===== src/rtl/gpio_rt_bank.sv =====
module gpio_rt_bank #(
  parameter int NPINS  = 29,
  parameter int EVPINS = 16
) (
  input  logic             clk,
  input  logic             rst_n,
  input  logic [3:0]       reg_addr,
  input  logic             reg_wr,
  input  logic [7:0]       reg_wdata,
  output logic [7:0]       reg_rdata,
  input  logic [NPINS-1:0] pin_oe_cfg,
  input  logic [NPINS-1:0] pin_pp_cfg,
  input  logic [NPINS-1:0] pin_pu_cfg,
  input  logic [NPINS-1:0] pad_in,
  output logic [NPINS-1:0] pad_oe,
  output logic [NPINS-1:0] pad_do,
  output logic [NPINS-1:0] pad_pu,
  output logic             irq
);

  function automatic logic [3:0] out_ofs(int port);
    return (port < 2) ? 4'(port * 4) : 4'(8 + (port - 2) * 2);
  endfunction

  function automatic logic [3:0] evt_ofs(int port, int sel);
    return 4'(port * 4 + 2 + sel);
  endfunction

  logic [NPINS-1:0]  dout_q, dout_nx;
  logic [NPINS-1:0]  s1_q, s2_q;
  logic [EVPINS-1:0] s3_q, rise, even_q, even_nx, evst_q, clr;

  always_comb begin
    dout_nx = dout_q;
    for (int i = 0; i < NPINS; i++)
      if (reg_wr && reg_addr == out_ofs(i / 8))
        dout_nx[i] = reg_wdata[i % 8];
  end

  always_comb begin
    even_nx = even_q;
    clr     = '0;
    for (int i = 0; i < EVPINS; i++) begin
      if (reg_wr && reg_addr == evt_ofs(i / 8, 0))
        even_nx[i] = reg_wdata[i % 8];
      if (reg_wr && reg_addr == evt_ofs(i / 8, 1))
        clr[i] = reg_wdata[i % 8];
    end
  end

  assign rise = s2_q[EVPINS-1:0] & ~s3_q;

  always_ff @(posedge clk or negedge rst_n) begin
    if (!rst_n) begin
      dout_q <= '0;
      s1_q   <= '0;
      s2_q   <= '0;
      s3_q   <= '0;
      even_q <= '0;
      evst_q <= '0;
    end else begin
      dout_q <= dout_nx;
      s1_q   <= pad_in;
      s2_q   <= s1_q;
      s3_q   <= s2_q[EVPINS-1:0];
      even_q <= even_nx;
      evst_q <= (evst_q & ~clr) | (rise & even_q);
    end
  end

  always_comb begin
    reg_rdata = '0;
    for (int i = 0; i < NPINS; i++) begin
      if (reg_addr == out_ofs(i / 8))
        reg_rdata[i % 8] = dout_q[i];
      if (reg_addr == out_ofs(i / 8) + 4'd1)
        reg_rdata[i % 8] = s2_q[i];
    end
    for (int i = 0; i < EVPINS; i++) begin
      if (reg_addr == evt_ofs(i / 8, 0))
        reg_rdata[i % 8] = even_q[i];
      if (reg_addr == evt_ofs(i / 8, 1))
        reg_rdata[i % 8] = evst_q[i];
    end
  end

  assign pad_oe = pin_oe_cfg & (pin_pp_cfg | ~dout_q);
  assign pad_do = dout_q & pin_pp_cfg;
  assign pad_pu = pin_pu_cfg & ~pad_oe;
  assign irq    = |(evst_q & even_q);

endmodule


===== config.mk =====
export PLATFORM = sky130hd
export DESIGN_NAME = gpio_rt_bank
export DESIGN_NICKNAME = d
export VERILOG_FILES = /design/src/rtl/gpio_rt_bank.sv
export SDC_FILE = /design/constraint.sdc
export NUM_CORES = 1
export LEC_CHECK = 0
export BUFFER_PORTS_ARGS = -buffer_cell sky130_fd_sc_hd__clkbuf_2
export CAP_MARGIN = 20
export CORE_MARGIN = 3
export CORE_UTILIZATION = 45
export CTS_CLUSTER_SIZE = 20
export DETAILED_ROUTE_END_ITERATION = 8
export GPL_TIMING_DRIVEN = 0
export PLACE_DENSITY = 0.83
export SYNTH_ARGS = -nofsm -noshare
export SYNTH_HDL_FRONTEND = slang
export SYNTH_SLANG_ARGS = --single-unit

===== constraint.sdc =====
create_clock -name clk -period 4.35 [get_ports clk]
set_input_delay 0.6525 -clock clk [delete_from_list [all_inputs] [get_ports clk]]
set_output_delay 0.6525 -clock clk [all_outputs]
set_load 0.01 [all_outputs]

==> flow_metrics.env, run 1 <==
export IMPL_outcome="finished, final reports clean"
export IMPL_top_usage_layer="met2"
export IMPL_startpoint_type="input port"
export IMPL_vias_per_cell=5.37
export IMPL_grt_pass1_vias=4922
export IMPL_setup_violations=0
export IMPL_timing_hold_ws_ns=0.113
export IMPL_ant_nets=0
export IMPL_grt_use_met1_pct=29.4
export IMPL_n_antenna_cell=0
export IMPL_grt_max_degree=103
export IMPL_worst_setup_path_end_kind="primary output"
export IMPL_cts_tree="done"
export IMPL_place_congestion=0.984
export IMPL_crit_required_ns=3.70
export IMPL_ys_warn_count=0
export IMPL_die_h_um=122
export IMPL_grt_util_all_layers_pct=22.7
export IMPL_drt_first_pass_iters=5
export IMPL_hold_path_class="in2async"
export IMPL_cp_max_fo=10
export IMPL_rsz0062_at_grt="no"
export IMPL_numPortBuffers=224
export IMPL_routedWlPerCell_um=17.5
export IMPL_drive_above_1_share_pct=41.1
export IMPL_synth_cells=536
export IMPL_cp_arrival_ns=2.61
export IMPL_antenna_found_initial=0
export IMPL_relSlewSlack_pct=52.2
export IMPL_min_period_over_period_pct=74.9
export IMPL_core_area_mm2=0.0128
export IMPL_synth_nets=667
export IMPL_cts_sinks=135
export IMPL_synth_seq_area_share_pct=56.2
export IMPL_synth_edf_count=0
export IMPL_ctsResizeCount=0
export IMPL_maxCapViolCount=0
export IMPL_final_hold_viol_count=0
export IMPL_worstMarginPinSlew_ns=0.715
export IMPL_p_total_w=0.00368
export IMPL_start_util_pct=46.9
export IMPL_drt_wl_total_um=16900
export IMPL_hpwl_um=11900
export IMPL_route_detailed_drc=0
export IMPL_vias=5182
export IMPL_overflow=0
export IMPL_skew_ns=0.00725
export IMPL_grt_use_met2_pct=36.6
export IMPL_drtIter0Drc=453
export IMPL_clkTransAtPathRegs_ns=0.06
export IMPL_gr_usage_met3_pct=5.62
export IMPL_layout_nets=911
export IMPL_critPathKind="in2out"
export IMPL_ys_seq_elements=135
export IMPL_leakagePower_nw=3.95
export IMPL_grt_pass1_wl_um=25400
export IMPL_peakVddDrop_mv=0.350
export IMPL_power_density_mw_per_mm2=460
export IMPL_area_growth_pct=33.1
export IMPL_cts_buffers=17
export IMPL_slew_violations=0
export IMPL_cts_root_buf="clkbuf_16"
export IMPL_fin_tns_setup_ns=0
export IMPL_die_w_um=122
export IMPL_synth_area_mm2=0.00601
export IMPL_syn_avg_cell_area_um2=11.2
export IMPL_cts_path_max_buffers=2
export IMPL_cts_htree_levels=4
export IMPL_final_common_cell="clkbuf_2"
export IMPL_die_area_mm2=0.0148
export IMPL_yosysUniqueCellTypes=47
export IMPL_row_count=41
export IMPL_synth_ff_type="dfrtp_1"
export IMPL_postSynth_asyncResetShare_pct=100
export IMPL_max_freq_mhz=307
export IMPL_clock_latency_ns=0.43
export IMPL_cts_hold_repair_buffers=0
export IMPL_ios=227
export IMPL_fin_crit_ns=3.26
export IMPL_post_cts_buffers=0
export IMPL_layout_common_cells="223 x clkbuf_2, 135 x dfrtp_1, 58 x nand2_1"
metal layers:
layer / routed length, µm / part of all wire (%)
met1: 6400 / 38
met2: 8430 / 50
met3: 1660 / 9.8
met4: 428 / 2.5
met5: 0 / 0
cells by family (layout without fill, tap and decap cells):
family / after synthesis / in the layout / synth area share (%)
and+or+nand+nor: 162 / 162 / 14.0
DFF: 135 / 135 / 56.2
AOI/OAI and AO/OA: 127 / 127 / 14.8
buffers and inverters: 57 / 314 / 4.18
muxes: 55 / 55 / 10.8
power breakdown:
part | switching, W | leakage [nW] | internal [W]
Combinational | 0.000298 | 2.09 | 0.000311
Clock | 0.000578 | 0.292 | 0.000916
Sequential | 0.000160 | 1.57 | 0.00142
Total | 0.00104 | 3.95 | 0.00264
cell type report:
type,instances,area (µm²)
Clock inverter,14,188
Fill cell,1047,4820
Multi-Input combinational cell,344,2380
Inverter,37,139
Tap cell,172,215
Clock buffer,18,429
Buffer,20,113
Sequential cell,135,3380
Timing Repair Buffer,225,1160
final timing paths:
| kind | start | endpoint | slack, ns | cells past startpoint |
|---|---|---|---|---|
| setup / recovery | reg_addr[1] | reg_rdata[3] | 1.09 | 7 |
| hold / removal | rst_n | s1_q[2] | 0.11 | 1 |
| setup reg to reg | even_q[8] | even_q[8] | 3.51 | 1 |
| hold reg to reg | s1_q[18] | s2_q[18] | 0.35 | 0 |
| max in group asynchronous | rst_n | s2_q[8] | 3.49 | 2 |
| min in group clk | pad_in[21] | s1_q[21] | 0.32 | 1 |
stage by stage:
| stage | worst slack [ns] | utilization (%) | instance area (µm²) | cells |
|---|---|---|---|---|
| 3_3_place_gp | 0.602 | 57.3 | 7350 | 932 |
| 6_report | 1.09 | 62.4 | 8000 | 965 |
| 2_1_floorplan | 1.79 | - | 6010 | 536 |
| 4_1_cts | 1.15 | 62.4 | 8000 | 965 |
| 5_1_grt | 1.07 | 62.4 | 8000 | 965 |
| 3_5_place_dp | 1.19 | 57.6 | 7390 | 933 |
worst max-delay path: stages:
cell and delay [ns]:
clkbuf_2 0.12, clkbuf_1 0.28, nor2_1 0.59, a31oi_1 0.15, a221o_1 0.37, a31oi_1 0.25, clkbuf_2 0.18
cell usage after synthesis, drive strengths merged, types with 6 or more instances:
library cell | instances | area (µm²)
o21ai | 33 | 165
nor2b | 33 | 206
buf | 14 | 90.1
mux2 | 49 | 552
dfrtp | 135 | 3380
a21oi | 10 | 50.1
clkbuf | 6 | 22.5
nor2 | 15 | 56.3
and2 | 33 | 206
a21boi | 29 | 218
o221ai | 10 | 87.6
o2bb2ai | 8 | 70.1
nand2 | 59 | 224
inv | 37 | 139
sequential cells by signal (all words and copies together) (netlist names):
name and flops:
s2_q 29, s1_q 29, evst_q 16, dout_q 29
even_q 16, s3_q 16
No activity file was read; power rests on OpenSTA's default activity.
==> run 2: changes to the inputs <==
Settings changed: ABC_AREA from default to 1, CORE_UTILIZATION 45 to 44, PLACE_DENSITY 0.83 to 0.85.
Clock period 4.35 ns to 2.8 ns, I/O delays scaled along.
==> run 2 against run 1 <==
  * Core utilization fell by 1.4 points
  * Non-clock buffer count decreased by 8
  * Sequential power increased by 53%
  * Synthesized cell count up 27%
  * Cell area fell by 2.3%
  * Synthesized area down 2.7%
  * Register-to-register slack got worse by 1.5 ns
  * Clock-buffer cell count is the same
  * Combinational power increased by 37%
  * Flip-flop and latch count unchanged
  * Global-route usage decreased by 0.16 points
  * Clock power increased by 46%
  * Critical path type unchanged
  * Highest routed layer unchanged
==> flow_metrics.env, run 2 <==
export IMPL_critPathKind="in2out"
export IMPL_rr_startpoint="even_q[14]"
export IMPL_synth_xor_area_share_pct=0
export IMPL_synthMuxAreaShare_pct=0
export IMPL_n_antenna_cell=0
export IMPL_ctsResizeCount=0
export IMPL_rsz0062_at_grt="no"
export IMPL_layout_common_cells="225 x clkbuf_2, 176 x nand2_1, 139 x inv_1"
export IMPL_route_detailed_drc=0
export IMPL_start_util_pct=45.6
export IMPL_synth_seq_area_share_pct=57.7
export IMPL_post_route_util_pct=61.0
export IMPL_synth_compound_area_share_pct=12.3
export IMPL_slew_violations=0
export IMPL_cts_tree="done"
export IMPL_vias_per_cell=4.88
export IMPL_maxCapViolCount=0
export IMPL_synth_ff_type="dfrtp_1"
export IMPL_min_period_over_period_pct=87.5
export IMPL_drtIter0Drc=379
export IMPL_clkTransAtPathRegs_ns=0.06
export IMPL_comb_power_share_pct=15.4
export IMPL_r2r_cells=4
export IMPL_skew_ns=0.00862
export IMPL_place_congestion=0.971
export IMPL_area_growth_pct=33.7
export IMPL_power_density_mw_per_mm2=694
export IMPL_grt_pass1_wl_um=25400
export IMPL_pre_cts_ws_ns=0.387
export IMPL_p_sw_share_pct=28.9
export IMPL_hold_path_startpoint="pad_in[20]"
export IMPL_hpwl_um=12700
export IMPL_r2r_slack_ns=1.97
export IMPL_cts_buffers=17
export IMPL_cts_sinks=135
export IMPL_r2r_end="evst_q[14]"
export IMPL_numPortBuffers=226
export IMPL_syn_avg_cell_area_um2=8.60
export IMPL_ys_warn_count=0
export IMPL_p_int_w=0.00386
export IMPL_synth_cells=680
export IMPL_cp_max_fo=7
export IMPL_grt_max_degree=94
export IMPL_yosys_area_share_simple_pct=20.0
export IMPL_layout_nets=1058
export IMPL_setup_violations=0
export IMPL_overflow=0
export IMPL_max_freq_mhz=408
export IMPL_peakVddDrop_mv=0.442
export IMPL_drt_first_pass_iters=5
export IMPL_die_h_um=121
export IMPL_synth_most_common_cell="nand2_1"
export IMPL_synthTopCellsByArea="dfrtp_1 58%, nand2_1 11%, inv_1 8.9%"
export IMPL_fin_ws_ns=0.351
export IMPL_holdPathStages=1
export IMPL_power_frac_clock_pct=40.0
export IMPL_power_switching_w=0.00157
export IMPL_routedWlPerCell_um=14.9
export IMPL_hold_end="s1_q[20]"
export IMPL_synthAdderAreaFrac_pct=0
export IMPL_die_area_mm2=0.0147
export IMPL_synth_edf_count=0
export IMPL_clock_latency_ns=0.42
export IMPL_synth_top_family_by_area="simple AND/OR/NAND/NOR gates"
export IMPL_dp_cells=1079
export IMPL_crit_required_ns=2.38
export IMPL_cts_htree_levels=4
export IMPL_synth_common_cells="176 x nand2_1, 139 x inv_1, 135 x dfrtp_1"
export IMPL_ys_seq_elements=135
export IMPL_row_count=41
export IMPL_hold_path_class="in2reg"
export IMPL_cp_arrival_ns=2.03
export IMPL_fin_crit_ns=2.45
export IMPL_vias=5427
export IMPL_drt_wl_total_um=16500
export IMPL_final_hold_viol_count=0
export IMPL_outcome="finished, final reports clean"
export IMPL_grt_util_all_layers_pct=22.6
export IMPL_ant_nets=0
export IMPL_worstMarginPinSlew_ns=0.630
export IMPL_grt_pass1_vias=5225
export IMPL_die_w_um=121
export IMPL_yosysUniqueCellTypes=29
export IMPL_antenna_found_initial=0
export IMPL_worst_setup_path_end_kind="primary output"
export IMPL_top_regs="dout_q x29, s1_q x29, s2_q x29"
export IMPL_drive_above_1_share_pct=29.3
export IMPL_synth_top_area_share_pct=57.7
export IMPL_synth_area_mm2=0.00585
export IMPL_final_cells=1112
export IMPL_postSynth_asyncResetShare_pct=100
export IMPL_yosysTopAreaCell="dfrtp_1"
export IMPL_synth_nets=811
export IMPL_post_cts_buffers=0
export IMPL_startpoint_type="input port"
export IMPL_cts_path_max_buffers=2
export IMPL_fin_tns_setup_ns=0
export IMPL_final_common_cell="clkbuf_2"
export IMPL_power_frac_seq_pct=44.6
export IMPL_cts_root_buf="clkbuf_16"
export IMPL_relSlewSlack_pct=57.8
export IMPL_leakagePower_nw=4.42
export IMPL_core_area_mm2=0.0128
export IMPL_ios=227
export IMPL_timing_hold_ws_ns=0.107
-- run 2: cell count changes after synthesis, moves of 6 or more --
cell       change
and2_1        -33
buf_2          -6
inv_1        +103
mux2_2        -48
nand2_1      +118
nand3_1       +25
nand4_1       +11
nor2_1        +39
nor2b_1       -33
o21ai_0       +23
o221ai_1      -10
o2bb2ai_1      -8
o31ai_1        +6
-- run 2: worst max-delay path by stage --
stage | start | end | cells after the start
after detailed placement | reg_addr[0] | reg_rdata[4] | 12
after floorplan | reg_addr[3] | reg_rdata[6] | 7
after CTS | reg_addr[0] | reg_rdata[3] | 12
final | reg_addr[0] | reg_rdata[3] | 12
after global placement | rst_n | dout_q[6] | 1
after global routing | reg_addr[0] | reg_rdata[3] | 12
-- run 2: power groups by stage --
stage                     sequential (W)  combinational (W)  clock (W)
after floorplan                  0.00236           0.000463          0
after global placement           0.00244           0.000797          0
after detailed placement         0.00244           0.000831          0
after CTS                        0.00241           0.000840    0.00219
after global routing             0.00245           0.000944    0.00227
final                            0.00242           0.000834    0.00217
-- run 2: timing repair --
| action | in CTS | in global routing |
|---|---|---|
| hold endpoints to repair | 42 | 0 |
| setup endpoints to repair | 0 | 0 |
| hold buffers | 1 | 0 |
-- run 2: per-stage QoR --
step	total power (W)	cell area, µm²
after floorplan	0.00282	5850
after global placement	0.00323	7200
after CTS	0.00545	7820
final	0.00542	7820
after detailed placement	0.00327	7230
after global routing	0.00567	7820
-- run 2: worst max-delay path, cell delays in order --
cell      delay [ns]
clkbuf_2        0.14
inv_1           0.09
nor2_1          0.35
nand2_1         0.24
nor2_1          0.15
nor2_1          0.08
nand4_1         0.09
nand2_1         0.09
nand2_1         0.07
nand2_1         0.06
nand3_1         0.10
clkbuf_2        0.15
-- run 2: layout make-up --
class / instances / area, µm²
buffer: 9 / 56.3
clock buffer: 18 / 429
clock inverter: 14 / 149
fill: 1049 / 5000
inverter: 140 / 526
multi-input combinational: 396 / 1890
sequential: 135 / 3380
tap: 172 / 215
timing repair buffer: 228 / 1180
-- run 2: per-layer routing --
layer	share of wire, %	vias up	routed length, µm	GRT usage [%]
met1	37	2504	6200	26.3
met3	8.7	36	1440	5.45
li1	-	2621	-	-
met4	2.4	0	399	8.05
met5	0	-	0	0
met2	51	266	8490	40.4
-- run 2: cells by family after synthesis --
logic type      after synthesis
compound gates              115
buf+inv                     149
flops                       135
simple gates                281
==> run 3: changes to the inputs <==
Settings changed: RECOVER_POWER from default to 100, SETUP_SLACK_MARGIN from default to 0.5.
==> run 3 against run 2 <==
  * Cell count increased by 0.72%
  * Sequential share of layout area increased by 0.31 points
  * Worst hold slack about the same
  * Clock-buffer cell count unchanged
  * Clock power about the same
  * Via count increased by 1.8%
  * Register-to-register slack about the same
  * Setup slack got worse by 0.090 ns
  * Combinational power decreased by 1%
  * Cell area decreased by 0.67%
  * Non-clock buffer count increased by 8
  * Largest cell class unchanged
==> flow_metrics.env, run 3 (synthesis gave the netlist of run 2 again) <==
export IMPL_outcome="finished, final reports clean"
export IMPL_setup_violations=0
export IMPL_final_common_cell="nand2_1"
export IMPL_hold_path_class="in2reg"
export IMPL_drt_first_pass_iters=5
export IMPL_drtIter0Drc=418
export IMPL_layout_nets=1066
export IMPL_placed_area_mm2=0.00723
export IMPL_route_detailed_drc=0
export IMPL_peakVddDrop_mv=0.438
export IMPL_power_density_mw_per_mm2=697
export IMPL_worstMarginPinSlew_ns=1.25
export IMPL_die_area_mm2=0.0147
export IMPL_die_w_um=121
export IMPL_numPortBuffers=226
export IMPL_core_area_mm2=0.0128
export IMPL_slew_violations=0
export IMPL_die_h_um=121
export IMPL_r2r_slack_ns=1.96
export IMPL_comb_power_share_pct=15.2
export IMPL_skew_ns=0.00893
export IMPL_rsz0062_at_grt="yes"
export IMPL_place_congestion=0.971
export IMPL_start_util_pct=45.6
export IMPL_row_count=41
export IMPL_top_regs="dout_q x29, s1_q x29, s2_q x29"
export IMPL_max_freq_mhz=394
export IMPL_fin_tns_setup_ns=0
export IMPL_critPathKind="in2out"
export IMPL_leakagePower_nw=4.16
export IMPL_layout_common_cells="177 x nand2_1, 139 x inv_1, 134 x dfrtp_1, 134 x clkbuf_2, 99 x clkbuf_1"
export IMPL_overflow=0
export IMPL_power_frac_seq_pct=44.6
export IMPL_area_growth_pct=32.8
export IMPL_pre_cts_ws_ns=0.387
export IMPL_cts_tree="done"
export IMPL_ant_nets=0
export IMPL_cp_max_fo=6
export IMPL_cts_path_max_buffers=2
export IMPL_drt_wl_total_um=17100
export IMPL_cp_arrival_ns=2.12
export IMPL_p_int_w=0.00384
export IMPL_power_frac_clock_pct=40.2
export IMPL_routedWlPerCell_um=15.3
export IMPL_cts_sinks=135
export IMPL_grt_max_degree=94
export IMPL_fin_crit_ns=2.54
export IMPL_relSlewSlack_pct=16.9
export IMPL_clock_latency_ns=0.42
export IMPL_n_antenna_cell=0
export IMPL_grt_util_all_layers_pct=22.7
export IMPL_cts_root_buf="clkbuf_16"
export IMPL_p_sw_share_pct=29.2
export IMPL_maxCapViolCount=0
export IMPL_p_total_w=0.00542
export IMPL_crit_required_ns=2.38
export IMPL_final_hold_viol_count=0
export IMPL_final_area_mm2=0.00777
export IMPL_fin_ws_ns=0.261
export IMPL_worst_setup_path_end_kind="primary output"
export IMPL_grt_pass1_wl_um=25600
export IMPL_drive_above_1_share_pct=20.3
export IMPL_ios=227
export IMPL_min_period_over_period_pct=90.7
export IMPL_antenna_found_initial=0
export IMPL_clkTransAtPathRegs_ns=0.06
export IMPL_startpoint_type="input port"
export IMPL_vias=5524
export IMPL_vias_per_cell=4.93
export IMPL_hpwl_um=12700
export IMPL_cts_htree_levels=4
export IMPL_cts_buffers=17
export IMPL_grt_pass1_vias=5232
export IMPL_power_switching_w=0.00158
==> run 3: per-stage QoR <==
| stage | hold slack (ns) | std cells | util (%) |
|---|---|---|---|
| after floorplan | 0.124 | 680 | - |
| final | 0.108 | 1120 | 60.6 |
| after detailed placement | 0.335 | 1079 | 56.4 |
| after CTS | 0.0964 | 1112 | 61.1 |
| after global routing | 0.0889 | 1120 | 60.6 |
| after global placement | 0.332 | 1078 | 56.1 |
==> run 3: cell type report <==
class	instances	area, µm²
fill	1087	5060
buffer	9	41.3
clock buffer	18	429
timing repair buffer	236	1110
sequential	135	3380
clock inverter	14	149
inverter	140	526
multi-input combinational	396	1920
tap	172	215
==> run 3: repair_timing <==
action,4_1_cts,5_1_grt
resized for setup,5,20
endpoints found under the hold margin,42,0
hold buffers,1,0
pin swaps,0,6
setup endpoints to repair,6,7
buffers inserted,0,8
==> run 3: critical path, cell delays in order <==
cell,delay (ns)
clkbuf_1,0.23
nand2_1,0.32
nor3_4,0.38
buf_4,0.17
nand2_1,0.04
nand4_1,0.09
nand2_1,0.09
nand3_1,0.09
nand2_1,0.06
nand2_1,0.09
clkbuf_2,0.14
==> run 3: final timing paths <==
path	start	endpoint	cells past startpoint
max in group asynchronous	rst_n	s3_q[9]	3
min	pad_in[10]	s1_q[10]	1
max reg2reg	even_q[14]	evst_q[14]	4
min in group asynchronous	rst_n	s1_q[17]	2
min reg2reg	s1_q[15]	s2_q[15]	0
max	reg_addr[3]	reg_rdata[2]	11
==> run 3: power groups by stage <==
| stage | clock, W | combinational, W | sequential [W] |
|---|---|---|---|
| floorplan | 0 | 0.000463 | 0.00236 |
| global placement | 0 | 0.000797 | 0.00244 |
| detailed placement | 0 | 0.000831 | 0.00244 |
| CTS | 0.00219 | 0.000843 | 0.00241 |
| global route | 0.00227 | 0.000935 | 0.00245 |
| finish | 0.00218 | 0.000825 | 0.00242 |
==> run 3: metal layers <==
| metal | vias up | share of wire, % | global-route usage [%] |
|---|---|---|---|
| li1 | 2631 | - | - |
| met2 | 311 | 51 | 40.1 |
| met1 | 2538 | 38 | 26.7 |
| met3 | 44 | 8.8 | 5.55 |
| met5 | - | 0 | 0 |
| met4 | 0 | 3.0 | 8.68 |
